[config.mk]
export PLATFORM = sky130hd
export DESIGN_NAME = pcu_branch_ctrl
export DESIGN_NICKNAME = d
export VERILOG_FILES = /design/src/rtl/pcu_pkg.sv /design/src/rtl/pcu_fsm.sv /design/src/rtl/pcu_pc_reg.sv /design/src/rtl/pcu_link.sv /design/src/rtl/pcu_branch_ctrl.sv
export SDC_FILE = /design/constraint.sdc
export NUM_CORES = 1
export LEC_CHECK = 0
export BUFFER_PORTS_ARGS = -buffer_cell sky130_fd_sc_hd__buf_2
export CAP_MARGIN = 20
export CORE_MARGIN = 8
export CORE_UTILIZATION = 35
export CTS_CLUSTER_SIZE = 20
export DETAILED_ROUTE_END_ITERATION = 16
export PLACE_DENSITY_LB_ADDON = 0.08
export SLEW_MARGIN = 20
export SYNTH_ARGS = -nofsm -noshare
export SYNTH_HDL_FRONTEND = slang
export SYNTH_SLANG_ARGS = --single-unit
[constraint.sdc]
create_clock -name clk -period 3.16 [get_ports clk]
set_clock_uncertainty 0.2 [all_clocks]
set_input_delay 0.316 -clock clk [delete_from_list [all_inputs] [get_ports clk]]
set_output_delay 0.316 -clock clk [all_outputs]
set_load 0.05 [all_outputs]
[src/rtl/pcu_pkg.sv]
package pcu_pkg;

    // Fetch control states: normal sequencing, or the single squash cycle
    typedef enum logic [0:0] {
        FS_RUN    = 1'b0,
        FS_BUBBLE = 1'b1
    } fetch_state_t;

endpackage

[src/rtl/pcu_fsm.sv]
module pcu_fsm
    import pcu_pkg::*;
#(
    parameter bit DELAY_SLOT = 1'b1
) (
    input  logic clk,
    input  logic rst,
    input  logic req_valid,
    input  logic req_taken,
    output logic accept,
    output logic fetch_nop
);

    fetch_state_t state_q;
    fetch_state_t state_d;

    // Next-state and acceptance decision
    always_comb begin
        accept  = 1'b0;
        state_d = state_q;
        unique case (state_q)
            FS_RUN: begin
                accept = req_valid && req_taken;
                if (accept && !DELAY_SLOT) begin
                    state_d = FS_BUBBLE;
                end else begin
                    state_d = FS_RUN;
                end
            end
            FS_BUBBLE: begin
                // the request, if any, came from the squashed slot
                accept  = 1'b0;
                state_d = FS_RUN;
            end
            default: begin
                accept  = 1'b0;
                state_d = FS_RUN;
            end
        endcase
    end

    // State register
    always_ff @(posedge clk) begin
        if (rst) begin
            state_q <= FS_RUN;
        end else begin
            state_q <= state_d;
        end
    end

    // Outputs
    always_comb begin
        fetch_nop = (state_q == FS_BUBBLE);
    end

    generate
        if (DELAY_SLOT) begin : g_slot_chk
            // the slot is never squashed
            a_r4_no_bubble: assert property (@(posedge clk) disable iff (rst)
                !fetch_nop);
        end else begin : g_squash_chk
            // a bubble lasts one cycle
            a_r5_single_bubble: assert property (@(posedge clk) disable iff (rst)
                fetch_nop |=> !fetch_nop);
            // nothing is accepted while squashing
            a_r6_ignore_in_bubble: assert property (@(posedge clk) disable iff (rst)
                (fetch_nop && req_valid && req_taken) |=> !fetch_nop);
        end
    endgenerate

endmodule

[src/rtl/pcu_pc_reg.sv]
module pcu_pc_reg #(
    parameter int PC_W = 32,
    parameter int STEP = 2
) (
    input  logic            clk,
    input  logic            rst,
    input  logic            accept,
    input  logic [PC_W-1:0] target,
    output logic [PC_W-1:0] pc
);

    localparam logic [PC_W-1:0] STEP_V = PC_W'(STEP);

    logic [PC_W-1:0] pc_q;

    always_ff @(posedge clk) begin
        if (rst) begin
            pc_q <= '0;
        end else if (accept) begin
            pc_q <= target;
        end else begin
            pc_q <= pc_q + STEP_V;
        end
    end

    assign pc = pc_q;

endmodule

[src/rtl/pcu_link.sv]
module pcu_link #(
    parameter int PC_W  = 32,
    parameter int REG_W = 32,
    parameter int STEP  = 2
) (
    input  logic             clk,
    input  logic             rst,
    input  logic             accept,
    input  logic             is_call,
    input  logic [PC_W-1:0]  slot_pc,
    output logic             link_we,
    output logic [REG_W-1:0] link_data
);

    localparam logic [PC_W-1:0] STEP_V = PC_W'(STEP);

    logic             we_q;
    logic [REG_W-1:0] data_q;
    logic [PC_W-1:0]  after_slot;

    // address of the instruction that follows the delay slot
    assign after_slot = slot_pc + STEP_V;

    always_ff @(posedge clk) begin
        if (rst) begin
            we_q   <= 1'b0;
            data_q <= '0;
        end else begin
            we_q <= accept && is_call;
            if (accept && is_call) begin
                data_q <= REG_W'(after_slot);
            end
        end
    end

    assign link_we   = we_q;
    assign link_data = data_q;

endmodule

[src/rtl/pcu_branch_ctrl.sv]
module pcu_branch_ctrl #(
    parameter int PC_W       = 32,
    parameter int REG_W      = 32,
    parameter int STEP       = 2,
    parameter bit DELAY_SLOT = 1'b1
) (
    input  logic             clk,
    input  logic             rst,
    input  logic             req_valid,
    input  logic             req_taken,
    input  logic             req_call,
    input  logic [PC_W-1:0]  req_target,
    output logic [PC_W-1:0]  fetch_addr,
    output logic             fetch_nop,
    output logic             link_we,
    output logic [REG_W-1:0] link_data
);

    localparam logic [PC_W-1:0] STEP_V = PC_W'(STEP);

    generate
        if (!(PC_W == 8 || PC_W == 16 || PC_W == 32) || PC_W > REG_W) begin : g_bad_cfg
            $error("pcu_branch_ctrl: PC_W must be 8, 16 or 32 and not exceed REG_W");
        end
    endgenerate

    logic accept;

    pcu_fsm #(
        .DELAY_SLOT(DELAY_SLOT)
    ) fsm_i (
        .clk      (clk),
        .rst      (rst),
        .req_valid(req_valid),
        .req_taken(req_taken),
        .accept   (accept),
        .fetch_nop(fetch_nop)
    );

    pcu_pc_reg #(
        .PC_W(PC_W),
        .STEP(STEP)
    ) pc_i (
        .clk   (clk),
        .rst   (rst),
        .accept(accept),
        .target(req_target),
        .pc    (fetch_addr)
    );

    pcu_link #(
        .PC_W (PC_W),
        .REG_W(REG_W),
        .STEP (STEP)
    ) link_i (
        .clk      (clk),
        .rst      (rst),
        .accept   (accept),
        .is_call  (req_call),
        .slot_pc  (fetch_addr),
        .link_we  (link_we),
        .link_data(link_data)
    );

    // reset state one clock after reset is sampled
    a_r1_reset_state: assert property (@(posedge clk)
        rst |=> (fetch_addr == '0 && !fetch_nop && !link_we));

    // an accepted taken request redirects the next fetch
    a_r3_redirect: assert property (@(posedge clk) disable iff (rst)
        (req_valid && req_taken && !fetch_nop) |=> fetch_addr == $past(req_target));

    // sequential advance when nothing is accepted
    a_r2_sequential: assert property (@(posedge clk) disable iff (rst)
        !(req_valid && req_taken && !fetch_nop) |=> fetch_addr == ($past(fetch_addr) + STEP_V));

    // an untaken request yields no bubble and no link write
    a_r7_untaken_quiet: assert property (@(posedge clk) disable iff (rst)
        (req_valid && !req_taken) |=> (!fetch_nop && !link_we));

    // link value is the address after the delay slot
    a_r8_link_value: assert property (@(posedge clk) disable iff (rst)
        link_we |-> link_data == REG_W'(PC_W'($past(fetch_addr) + STEP_V)));

endmodule

-- Yosys cells after proc, flatten, opt, wreduce, memory -nomap -nowiden
Index checks and enable logic that the tools add are counted.
- output and inout port bits: 66
- input port bits: 37
- register bits: 65
- word-level logic and storage cells: 7
- $add $sub $neg: 1
- reduce and logical (&&, ||, !) cells: 2
- muxes and demuxes: 1
- operator list (operator ; count):
    adder 32 x 2 -> 32 bit, second input constant ; 1
    two-way mux 32 bit ; 1
    logical AND 1 bit ; 2

-- Depth between registers and ports, before layout
Gate-level depths: netlist of run 1.
- depth in word-level cells: 2
- gate-level depth with buffers: 6
- mapped depth without buffers: 5

-- Modules after synthesis
A second synthesis of run 1 with hierarchy kept.
- cells, all modules: 457
- area, all modules: 3668.5 um^2
- by module, submodules not included (module ; sequential area each (um^2) ; times used ; cells an instance ; area an instance (um^2)):
    pcu_pc_reg ; 640.6 ; 1 ; 227 ; 1833.0
    pcu_link ; 660.6 ; 1 ; 227 ; 1818.0
    pcu_fsm ; 0.0 ; 1 ; 3 ; 17.5

-- Worst setup path before layout of run 1
Ideal clock, no wire load.
- kind: register to register
- from: register pc_i.pc_q[1] (netlist: pc_i.pc[1])
- to: register link_i.data_q[23] (netlist: link_i.link_data[23])
- path buffers: 1
- clock period less this slack: 2820 ps
- cell stages (with the launch flop): 7
- arrival: 2529 ps
- library setup time: 91 ps
- slack: 340 ps
- cells stage by stage: dfxtp_1 ha_1 nand3_1 or4_1 buf_2 or4_4 a311oi_1
- cells in the longest elaborated chain, start to end: 1
- RTL lines (what ; line ; source):
    start, declared ; pcu_pc_reg.sv:14 ; logic [PC_W-1:0] pc_q;
    start signal, assigned ; pcu_pc_reg.sv:20 ; pc_q <= target;
    start signal, assigned ; pcu_pc_reg.sv:22 ; pc_q <= pc_q + STEP_V;
    adder 32 x 2 -> 32 bit ; pcu_link.sv:22 ; assign after_slot = slot_pc + STEP_V;
    end signal, assigned ; pcu_link.sv:31 ; data_q <= REG_W'(after_slot);
    end, declared ; pcu_link.sv:18 ; logic [REG_W-1:0] data_q;
Every way passes these cells.
A chain may end at the register's enable or synchronous reset.

-- Worst setup path in the final report of run 1
Ends and elaborated chain as after synthesis.

==> metrics.csv, run 1 <==
metric,value,unit
status,completed,
ys_ff_latch,65,
worstPathRequired,3.20,ns
postCtsSetupRepairBufs,0,
cp-start-kind,register,
slew_headroom,0.502,
initial_core_util,0.364,
yosysWarnings,0,
period_minus_slack,2.65,ns
die_h,106,µm
syn_inst,321,
netlist.top_cell.by_area,dfxtp_1,
cp.arrival,2.69,ns
timing.final.crit_share,0.838,
io_buffers,101,
synth_cell_type_count,27,
tritoncts,yes,
setup_violations,0,
hp-start,req_target[0],
cts_buffer_depth,2,
min_to,pc_i.pc[0]$_SDFFE_PP0P_,
drt_iter0_markers,75,
wl_per_cell,17.1,µm
cts-root-buf,clkbuf_8,
drc,0,
synth_top_area_share,0.460,
max_clock_freq,378,MHz
die_area,0.0112,mm²
hold_path_depth,3,
rr_worst_depth,5,
grt_max_degree,43,
insertion_delay,0.34,ns
grtUsageTotal,0.163,
syn_avg_cell_area,8.81,µm²
drive_above_1_share,0.293,
cts_buffers,9,
powerDensity,570,mW/mm²
antennaDiodeCount,0,
dp_hpwl,6490,µm
slew_violations,0,
globalplace.congestion,0.740,
ios,103,
setup-tns-final,0,ns
dr.pass1.iters,4,
wl,8860,µm
grt_pass1_vias,2808,
grt_pass1_wl,14800,µm
clock_sinks,65,
fillers,819,
drv_cap,0,
h-tree-depth,3,
r2r_end,link_i.link_data[23]$_SDFFE_PP0P_,
ys_top_cells_by_area,"dfxtp_1 (46%), a311oi_1 (9.3%), nor2_1 (8.1%), a211oi_1 (8.0%), or4_1 (3.2%)",
vias,2795,
cts.hold.buffers_added,0,
hold_viol,0,
reg2reg_slack,0.51,ns
syn_to_final_growth,27.4,%
clk_transition_reported_paths,0.07,ns
ant_nets,0,
row_count,32,
critical_path_class,reg2reg,
synth_nets,359,
tightestPinTransition,0.747,ns
critPathCaptureType,register,
utilization,0.464,
synth-seq-area-share,0.460,
peakVddDrop,266,µV
nets,449,
rsz0062_at_grt,false,
leakage,1.42,nW
min_path_type,in2reg,
vias_per_cell,5.40,
cp_max_fo,7,
antenna_found_initial,0,
grt-ovfl-total,0,
post_cts_resized,0,
reg2reg_from,pc_i.pc[1]$_SDFF_PP0_,
core-area,0.00777,mm²
synth_area,0.00283,mm²
chipWidth,106,µm
==> sequential cells by signal (all words and copies together) (netlist names) <==
name,count
link_i.link_data,32
link_i.link_we,1
pc_i.pc,32
==> per-stage QoR <==
stage	power [mW]	instance area [µm²]	worst slack, ns	hold slack [ns]	cells
after global routing	2.15	3600	0.312	0.0396	518
final	2.05	3600	0.512	0.0498	518
after floorplan	1.20	2830	0.340	0.246	321
after global placement	1.31	3400	0.598	0.248	502
after detailed placement	1.31	3400	0.500	0.255	502
after CTS	2.07	3600	0.488	0.0353	518
==> layout make-up <==
cell class                 count  area (µm²)  area share
multi-input combinational    230        1420       0.394
clock inverter                 3        65.1      0.0181
timing repair buffer         105         548       0.152
clock buffer                  13         139      0.0386
tap                          102         128      0.0354
sequential                    65        1300       0.361
==> where the power goes <==
| part | leakage (nW) | total [mW] | switching (mW) | internal [mW] |
|---|---|---|---|---|
| Clock | 0.102 | 0.761 | 0.316 | 0.445 |
| Combinational | 0.786 | 0.368 | 0.273 | 0.0950 |
| Sequential | 0.534 | 0.921 | 0.0532 | 0.868 |
| Total | 1.42 | 2.05 | 0.643 | 1.41 |
==> worst max-delay path by stage <==
stage                                              endpoint  depth (start not counted)                   from  slack, ns
after global routing      link_i.link_data[23]$_SDFFE_PP0P_                          5  pc_i.pc[1]$_SDFF_PP0_       0.31
after global placement               pc_i.pc[23]$_SDFF_PP0_                          5  pc_i.pc[1]$_SDFF_PP0_       0.60
after CTS                 link_i.link_data[23]$_SDFFE_PP0P_                          5  pc_i.pc[1]$_SDFF_PP0_       0.49
final                     link_i.link_data[23]$_SDFFE_PP0P_                          5  pc_i.pc[1]$_SDFF_PP0_       0.51
after floorplan           link_i.link_data[23]$_SDFFE_PP0P_                          6  pc_i.pc[1]$_SDFF_PP0_       0.34
after detailed placement  link_i.link_data[23]$_SDFFE_PP0P_                          5  pc_i.pc[1]$_SDFF_PP0_       0.50
==> layer usage <==
metal / wire [µm] / GRT usage / vias to the layer above / part of all wire
met5: 0 / 0 / - / 0
met3: 542 / 0.0554 / 9 / 0.061
met2: 4000 / 0.247 / 76 / 0.45
met1: 4220 / 0.210 / 1303 / 0.48
li1: - / - / 1407 / -
met4: 97 / 0.0563 / 0 / 0.011
==> logic make-up after synthesis <==
kind of cell | after synthesis | synth area share
and+or+nand+nor | 135 | 0.238
xor gates and xnor gates | 14 | 0.0434
buffers and inverters | 26 | 0.0385
other | 1 | 0.00133
AOI/OAI and AO/OA | 79 | 0.214
DFF | 65 | 0.460
adders and majority gates | 1 | 0.00443
==> layout by cell type (no fill, tap or decap), types with 4 or more instances in the layout <==
| master | count |
|---|---|
| a211oi_1 | 30 |
| a21oi_1 | 4 |
| a311oi_1 | 30 |
| and4_1 | 5 |
| buf_2 | 101 |
| clkbuf_1 | 4 |
| clkbuf_8 | 9 |
| dfxtp_1 | 65 |
| nand2_1 | 20 |
| nand3_1 | 10 |
| nand4_1 | 8 |
| nor2_1 | 61 |
| o21ai_0 | 6 |
| o31ai_1 | 9 |
| or3_1 | 6 |
| or4_1 | 12 |
| xnor2_1 | 6 |
| xor2_1 | 8 |
==> synthesized netlist by cell type <==
cell and number:
a211oi_1 30, a21oi_1 4, a311oi_1 30, and3_1 3
and4_1 5, buf_2 3, buf_4 2, clkbuf_1 21
conb_1 1, dfxtp_1 65, ha_1 1, nand2_1 21
nand3_1 10, nand4_1 8, nand4_2 1, nand4b_1 1
nor2_1 61, nor3_1 3, nor4_1 1, o21ai_0 6
o31ai_1 9, or3_1 6, or3b_1 1, or4_1 12
or4_4 2, xnor2_1 6, xor2_1 8
==> worst max-delay path, stage by stage (launching register included) <==
cell and delay [ns]:
dfxtp_1 0.43, ha_1 0.25, nand3_1 0.16, or4_1 0.68, or4_4 0.56, a311oi_1 0.28
(Power assumes the default switching activity.)
==> run 2: changes to the inputs <==
--- a/config.mk
+++ b/config.mk
@@ -5,6 +5,7 @@
 export SDC_FILE = /design/constraint.sdc
 export NUM_CORES = 1
 export LEC_CHECK = 0
+export ABC_AREA = 1
 export BUFFER_PORTS_ARGS = -buffer_cell sky130_fd_sc_hd__buf_2
 export CAP_MARGIN = 20
 export CORE_MARGIN = 8
==> constraint.sdc (replaced) <==
create_clock -name clk -period 2.4 [get_ports clk]
set_clock_uncertainty 0.2 [all_clocks]
set_input_delay 0.24 -clock clk [delete_from_list [all_inputs] [get_ports clk]]
set_output_delay 0.24 -clock clk [all_outputs]
set_load 0.05 [all_outputs]
==> run 2 against run 1 <==
  * Maximum frequency is 42% higher
  * Register-to-register slack better by 0.03 ns
  * Synthesized cell count is 64% higher
  * Final area is 21% higher
  * Area after synthesis is 20% higher
  * Non-clock buffer count is 15 higher
  * Via count is 25% higher
  * Global-route usage is 0.25 points higher
  * Core utilization is 0.94 points lower
  * Sequential cell count stayed put
  * Cell count is 49% higher
  * Critical path type unchanged
  * Highest routed layer unchanged
==> metrics.csv, run 2 <==
metric,value,unit
antennaDiodeCount,0,
synth.most_common_cell,nand2_1,
synth_area,0.00340,mm²
synth_top_area_share,0.382,
clock_power_share,0.347,
power.net_switching,0.882,mW
syn_inst,526,
clk_transition_reported_paths,0.07,ns
p_comb_frac,0.209,
die_h,115,µm
critical_path_class,reg2reg,
io_buffers,101,
dominantRegCellSynth,dfxtp_1,
grt_pass1_vias,3504,
reg2reg_from,pc_i.pc[1]$_SDFF_PP0_,
leakage,2.27,nW
drv_cap,0,
timing.final.crit_share,0.776,
wl_per_cell,13.5,µm
ys_top_cells_by_count,"nand2_1 (125), nor2_1 (87), inv_1 (79), dfxtp_1 (65), nand3_1 (52)",
ys_top_cells_by_area,"dfxtp_1 (38%), nand2_1 (14%), nor2_1 (9.6%), inv_1 (8.7%), nand3_1 (7.6%)",
ios,103,
dr.pass1.iters,4,
synth_cell_type_count,28,
synth_nets,564,
hold_viol,0,
initial_core_util,0.355,
grt_max_degree,57,
endpoint,pc_i.pc[27]$_SDFF_PP0_,
tritoncts,yes,
setup-tns-final,0,ns
seqPwrFrac,0.444,
vias,3489,
slew_violations,0,
powerDensity,623,mW/mm²
min_path_type,in2reg,
cts_buffers,9,
row_count,36,
antenna_found_initial,0,
netlist.top_cell.by_area,dfxtp_1,
postCtsSetupRepairBufs,0,
reg2reg_slack,0.54,ns
intPower,1.83,mW
max_clock_freq,537,MHz
globalplace.congestion,0.881,
synth_edf_count,0,
async_flop_share,0,
critPathCaptureType,register,
dp_hpwl,7870,µm
grt-ovfl-total,0,
nets,675,
drc,0,
clock_sinks,65,
wl,10400,µm
syn_avg_cell_area,6.47,µm²
drt_iter0_markers,238,
yosysWarnings,0,
cts-root-buf,clkbuf_8,
drive_above_1_share,0.215,
swShare,0.325,
layout_commonest_cell,nand2_1,
final_cell_area,0.00436,mm²
cp_max_fo,6,
grtUsageTotal,0.165,
chipWidth,115,µm
crit_start,pc_i.pc[1]$_SDFF_PP0_,
h-tree-depth,3,
cts_buffer_depth,2,
peakVddDrop,361,µV
grt_pass1_wl,17100,µm
slew_headroom,0.596,
ys_ff_latch,65,
ant_nets,0,
rr_worst_depth,10,
rsz0062_at_grt,false,
fillers,1058,
cp.arrival,1.90,ns
tightestPinTransition,0.606,ns
synth-seq-area-share,0.382,
place_area,0.00402,mm²
layout_common_cells,"nand2_1 (124), buf_2 (101), nor2_1 (87)",
cp-start-kind,register,
r2r_end,pc_i.pc[27]$_SDFF_PP0_,
period_minus_slack,1.86,ns
worstPathRequired,2.44,ns
p_total,2.72,mW
core-area,0.00959,mm²
insertion_delay,0.34,ns
syn_to_final_growth,28.0,%
setup_violations,0,
die_area,0.0131,mm²
vias_per_cell,4.51,
status,completed,
## run 2: through the flow
| stage | setup WS, ns | hold WS [ns] | util | instances |
|---|---|---|---|---|
| floorplan | 0.366 | 0.207 | - | 526 |
| global placement | 0.590 | 0.257 | 0.419 | 745 |
| detailed placement | 0.553 | 0.259 | 0.419 | 745 |
| CTS | 0.533 | 0.00145 | 0.454 | 774 |
| global route | 0.346 | 0.0330 | 0.454 | 774 |
| finish | 0.537 | 0.00685 | 0.454 | 774 |
## run 2: how the worst min path moves through the flow
stage | depth (start not counted) | start | slack, ns | to
after floorplan | 2 | req_target[0] | 0.21 | pc_i.pc[0]$_SDFFE_PP0P_
after global placement | 2 | link_i.link_data[3]$_SDFFE_PP0P_ | 0.26 | link_i.link_data[3]$_SDFFE_PP0P_
after detailed placement | 2 | link_i.link_data[0]$_SDFFE_PP0P_ | 0.26 | link_i.link_data[0]$_SDFFE_PP0P_
after CTS | 5 | req_target[20] | 0.001 | pc_i.pc[20]$_SDFF_PP0_
after global routing | 5 | req_target[29] | 0.03 | pc_i.pc[29]$_SDFF_PP0_
final | 5 | req_target[20] | 0.007 | pc_i.pc[20]$_SDFF_PP0_
## run 2: power groups by stage
| stage | combinational, mW | clock, mW | sequential (mW) |
|---|---|---|---|
| global placement | 0.556 | 0 | 1.23 |
| global route | 0.624 | 1.02 | 1.21 |
| floorplan | 0.196 | 0 | 1.43 |
| finish | 0.568 | 0.943 | 1.21 |
| detailed placement | 0.557 | 0 | 1.23 |
| CTS | 0.576 | 0.975 | 1.21 |
## run 2: worst max-delay path, cell delays in order, from the launching register on
cell and delay, ns:
dfxtp_1 0.41, ha_1 0.21, nand2_1 0.10, nor2_4 0.18, nand2_4 0.12, nor2_4 0.21
nand2_1 0.08, nand2_1 0.07, nand3_1 0.07, nand2_1 0.09, inv_1 0.03
## run 2: per-layer routing
metal / up-vias / wire length [µm] / global-route usage
met5: - / 0 / 0
met4: 0 / 88 / 0.0426
met3: 9 / 755 / 0.0570
met2: 77 / 5020 / 0.285
met1: 1566 / 4560 / 0.189
li1: 1837 / - / -
## run 2: cell type report
| cell class | instances | area [µm²] | share of cell area |
|---|---|---|---|
| flip-flops and latches | 65 | 1300 | 0.299 |
| repair buffers | 120 | 696 | 0.160 |
| inverters | 82 | 308 | 0.0706 |
| clock buffers | 12 | 155 | 0.0356 |
| multi-input cells | 359 | 1690 | 0.388 |
| clock inverters | 3 | 40.0 | 0.00919 |
| well taps | 133 | 166 | 0.0382 |
## run 2: timing repair
item / 4_1_cts / 5_1_grt
resized for setup: 0 / 0
hold buffers: 14 / 0
endpoints found under the hold margin: 14 / 0
## run 2: kinds of logic (layout without fill, tap and decap cells)
group / Yosys count / after routing / synth area share
buffers and inverters: 102 / 217 / 0.122
XOR/XNOR: 8 / 8 / 0.0206
flip-flops: 65 / 65 / 0.382
adder cells (fa/ha/maj): 1 / 1 / 0.00367
other: 1 / 1 / 0.00110
AO/OA/AOI/OAI: 64 / 64 / 0.112
AND/OR/NAND/NOR: 285 / 285 / 0.358
==> run 3: changes to the inputs <==
--- a/config.mk
+++ b/config.mk
@@ -5,7 +5,7 @@
 export SDC_FILE = /design/constraint.sdc
 export NUM_CORES = 1
 export LEC_CHECK = 0
-export ABC_AREA = 1
+export ABC_AREA = 0
 export BUFFER_PORTS_ARGS = -buffer_cell sky130_fd_sc_hd__buf_2
 export CAP_MARGIN = 20
 export CORE_MARGIN = 8
==> constraint.sdc (replaced) <==
create_clock -name clk -period 1.5 [get_ports clk]
set_clock_uncertainty 0.2 [all_clocks]
set_input_delay 0.15 -clock clk [delete_from_list [all_inputs] [get_ports clk]]
set_output_delay 0.15 -clock clk [all_outputs]
set_load 0.05 [all_outputs]
==> run 3 against run 2 <==
  * Die area is 15% lower
  * First-iteration DRC count decreased by 67%
  * The run now ends with setup timing left
  * Critical path depth shrank 5
  * Critical endpoint is now pc_i.pc[30]$_SDFF_PP0_
  * Non-clock buffer count increased by 107
  * Routed wire length is 6.7% higher
  * Clock-buffer cell count down 2
  * Core utilization increased by 25 points
  * Power increased by 65%
  * Setup slack worse by 1.2 ns
==> metrics.csv, run 3 (synthesis gave the netlist of run 1 again) <==
metric,value,unit
tritoncts,yes,
syn_to_final_growth,93.4,%
reg2reg_slack,-0.66,ns
die_area,0.0112,mm²
period_minus_slack,2.16,ns
slew_violations,0,
intPower,2.92,mW
peakVddDrop,465,µV
clock_power_share,0.310,
vias,3389,
ios,103,
power.net_switching,1.56,mW
slowest_delay,0.56,ns
rsz0062_at_grt,true,
core-area,0.00777,mm²
initial_core_util,0.364,
p_total,4.48,mW
cp.arrival,2.21,ns
cts_buffer_depth,2,
hp-start,rst,
layout_common_cells,"buf_2 (93), buf_4 (63), nor2_1 (61)",
rr_worst_depth,5,
swShare,0.348,
drc,0,
grt-ovfl-total,0,
cpMostUsedCell,or4_4,
chipWidth,106,µm
min_to,link_i.link_data[6]$_SDFFE_PP0P_,
max_clock_freq,463,MHz
leakage,2.25,nW
reg2reg_from,pc_i.pc[10]$_SDFF_PP0_,
row_count,32,
cts_buffers,9,
min_path_type,in2reg,
hold_path_depth,3,
fillers,614,
placed_cells_incl_taps,565,
io_buffers,101,
critPathSlowestCell,or4_4,
status,finished with violations,
drive_above_1_share,0.604,
clock_sinks,65,
grt_pass1_vias,3478,
utilization,0.704,
antennaDiodeCount,0,
ant_nets,0,
grtUsageTotal,0.187,
setup_violations,55,
dr.pass1.iters,4,
die_h,106,µm
seqPwrFrac,0.424,
layout_commonest_cell,buf_2,
worstPathRequired,1.55,ns
clk_transition_reported_paths,0.09,ns
antenna_found_initial,0,
insertion_delay,0.34,ns
cts-root-buf,clkbuf_8,
powerDensity,819,mW/mm²
timing.final.crit_share,1.44,
violations,setup timing,
cp_max_fo,6,
grt_pass1_wl,17200,µm
critPathCaptureType,register,
r2r_end,pc_i.pc[30]$_SDFF_PP0_,
setup-tns-final,-22.59,ns
critical_path_class,reg2reg,
drt_iter0_markers,79,
vias_per_cell,5.30,
timing.final.ws_setup,-0.658,ns
h-tree-depth,3,
wl,11100,µm
grt_max_degree,33,
dp_hpwl,7060,µm
drv_cap,0,
wl_per_cell,17.4,µm
globalplace.congestion,0.795,
cp-start-kind,register,
nets,571,
finalNonFillerCells,640,
hold_slack,0.0746,ns
path_cells,nand4_4 -> buf_6 -> or4_4 -> or4_4 -> a311oi_2,
hold_viol,0,
p_comb_frac,0.266,
[run 3: metal layers]
layer	global-route usage	share of wire
met5	0	0
met4	0.0774	0.019
met3	0.0384	0.040
met2	0.304	0.48
met1	0.235	0.46
[run 3: timing repair]
action / in CTS / in global routing
hold endpoints to repair: 35 / 1
gates cloned: 0 / 1
buffers inserted: 17 / 7
pin swaps: 66 / 18
hold buffers: 36 / 2
setup endpoints to repair: 54 / 64
gates resized for setup: 76 / 56
[run 3: worst max-delay path by stage]
stage,startpoint,endpoint,slack (ns),depth (start not counted)
2_1_floorplan,pc_i.pc[23]$_SDFF_PP0_,link_i.link_data[27]$_SDFFE_PP0P_,-0.82,4
3_3_place_gp,pc_i.pc[1]$_SDFF_PP0_,pc_i.pc[30]$_SDFF_PP0_,-0.73,5
3_5_place_dp,pc_i.pc[1]$_SDFF_PP0_,pc_i.pc[30]$_SDFF_PP0_,-0.80,5
4_1_cts,pc_i.pc[10]$_SDFF_PP0_,pc_i.pc[30]$_SDFF_PP0_,-0.66,5
5_1_grt,pc_i.pc[10]$_SDFF_PP0_,link_i.link_data[28]$_SDFFE_PP0P_,-0.73,5
6_report,pc_i.pc[10]$_SDFF_PP0_,pc_i.pc[30]$_SDFF_PP0_,-0.66,5
[run 3: worst max-delay path, delay by kind of cell, from the launching register on]
family	cells	cell delay (ns)
AO/OA/AOI/OAI	1	0.23
buffers and inverters	1	0.14
AND/OR/NAND/NOR	3	1.15
flip-flops	1	0.36
[run 3: cell type report]
cell class / instances / area [µm²] / area share
Clock inverter: 6 / 40.0 / 0.00732
Tap cell: 102 / 128 / 0.0233
Sequential cell: 65 / 1380 / 0.252
Timing Repair Buffer: 227 / 1750 / 0.319
Clock buffer: 10 / 138 / 0.0252
Multi-Input combinational cell: 230 / 2040 / 0.373
[run 3: power groups by stage]
stage / clock, mW / combinational [mW] / sequential (mW)
floorplan: 0 / 0.233 / 2.31
global placement: 0 / 0.944 / 1.93
detailed placement: 0 / 0.947 / 1.93
CTS: 1.40 / 1.09 / 1.90
global route: 1.50 / 1.26 / 1.91
finish: 1.39 / 1.19 / 1.90
[run 3: through the flow]
step | area [µm²] | setup WS (ns)
6_report | 5470 | -0.658
3_3_place_gp | 4050 | -0.734
3_5_place_dp | 4050 | -0.797
4_1_cts | 5100 | -0.656
5_1_grt | 5470 | -0.730
2_1_floorplan | 2980 | -0.819
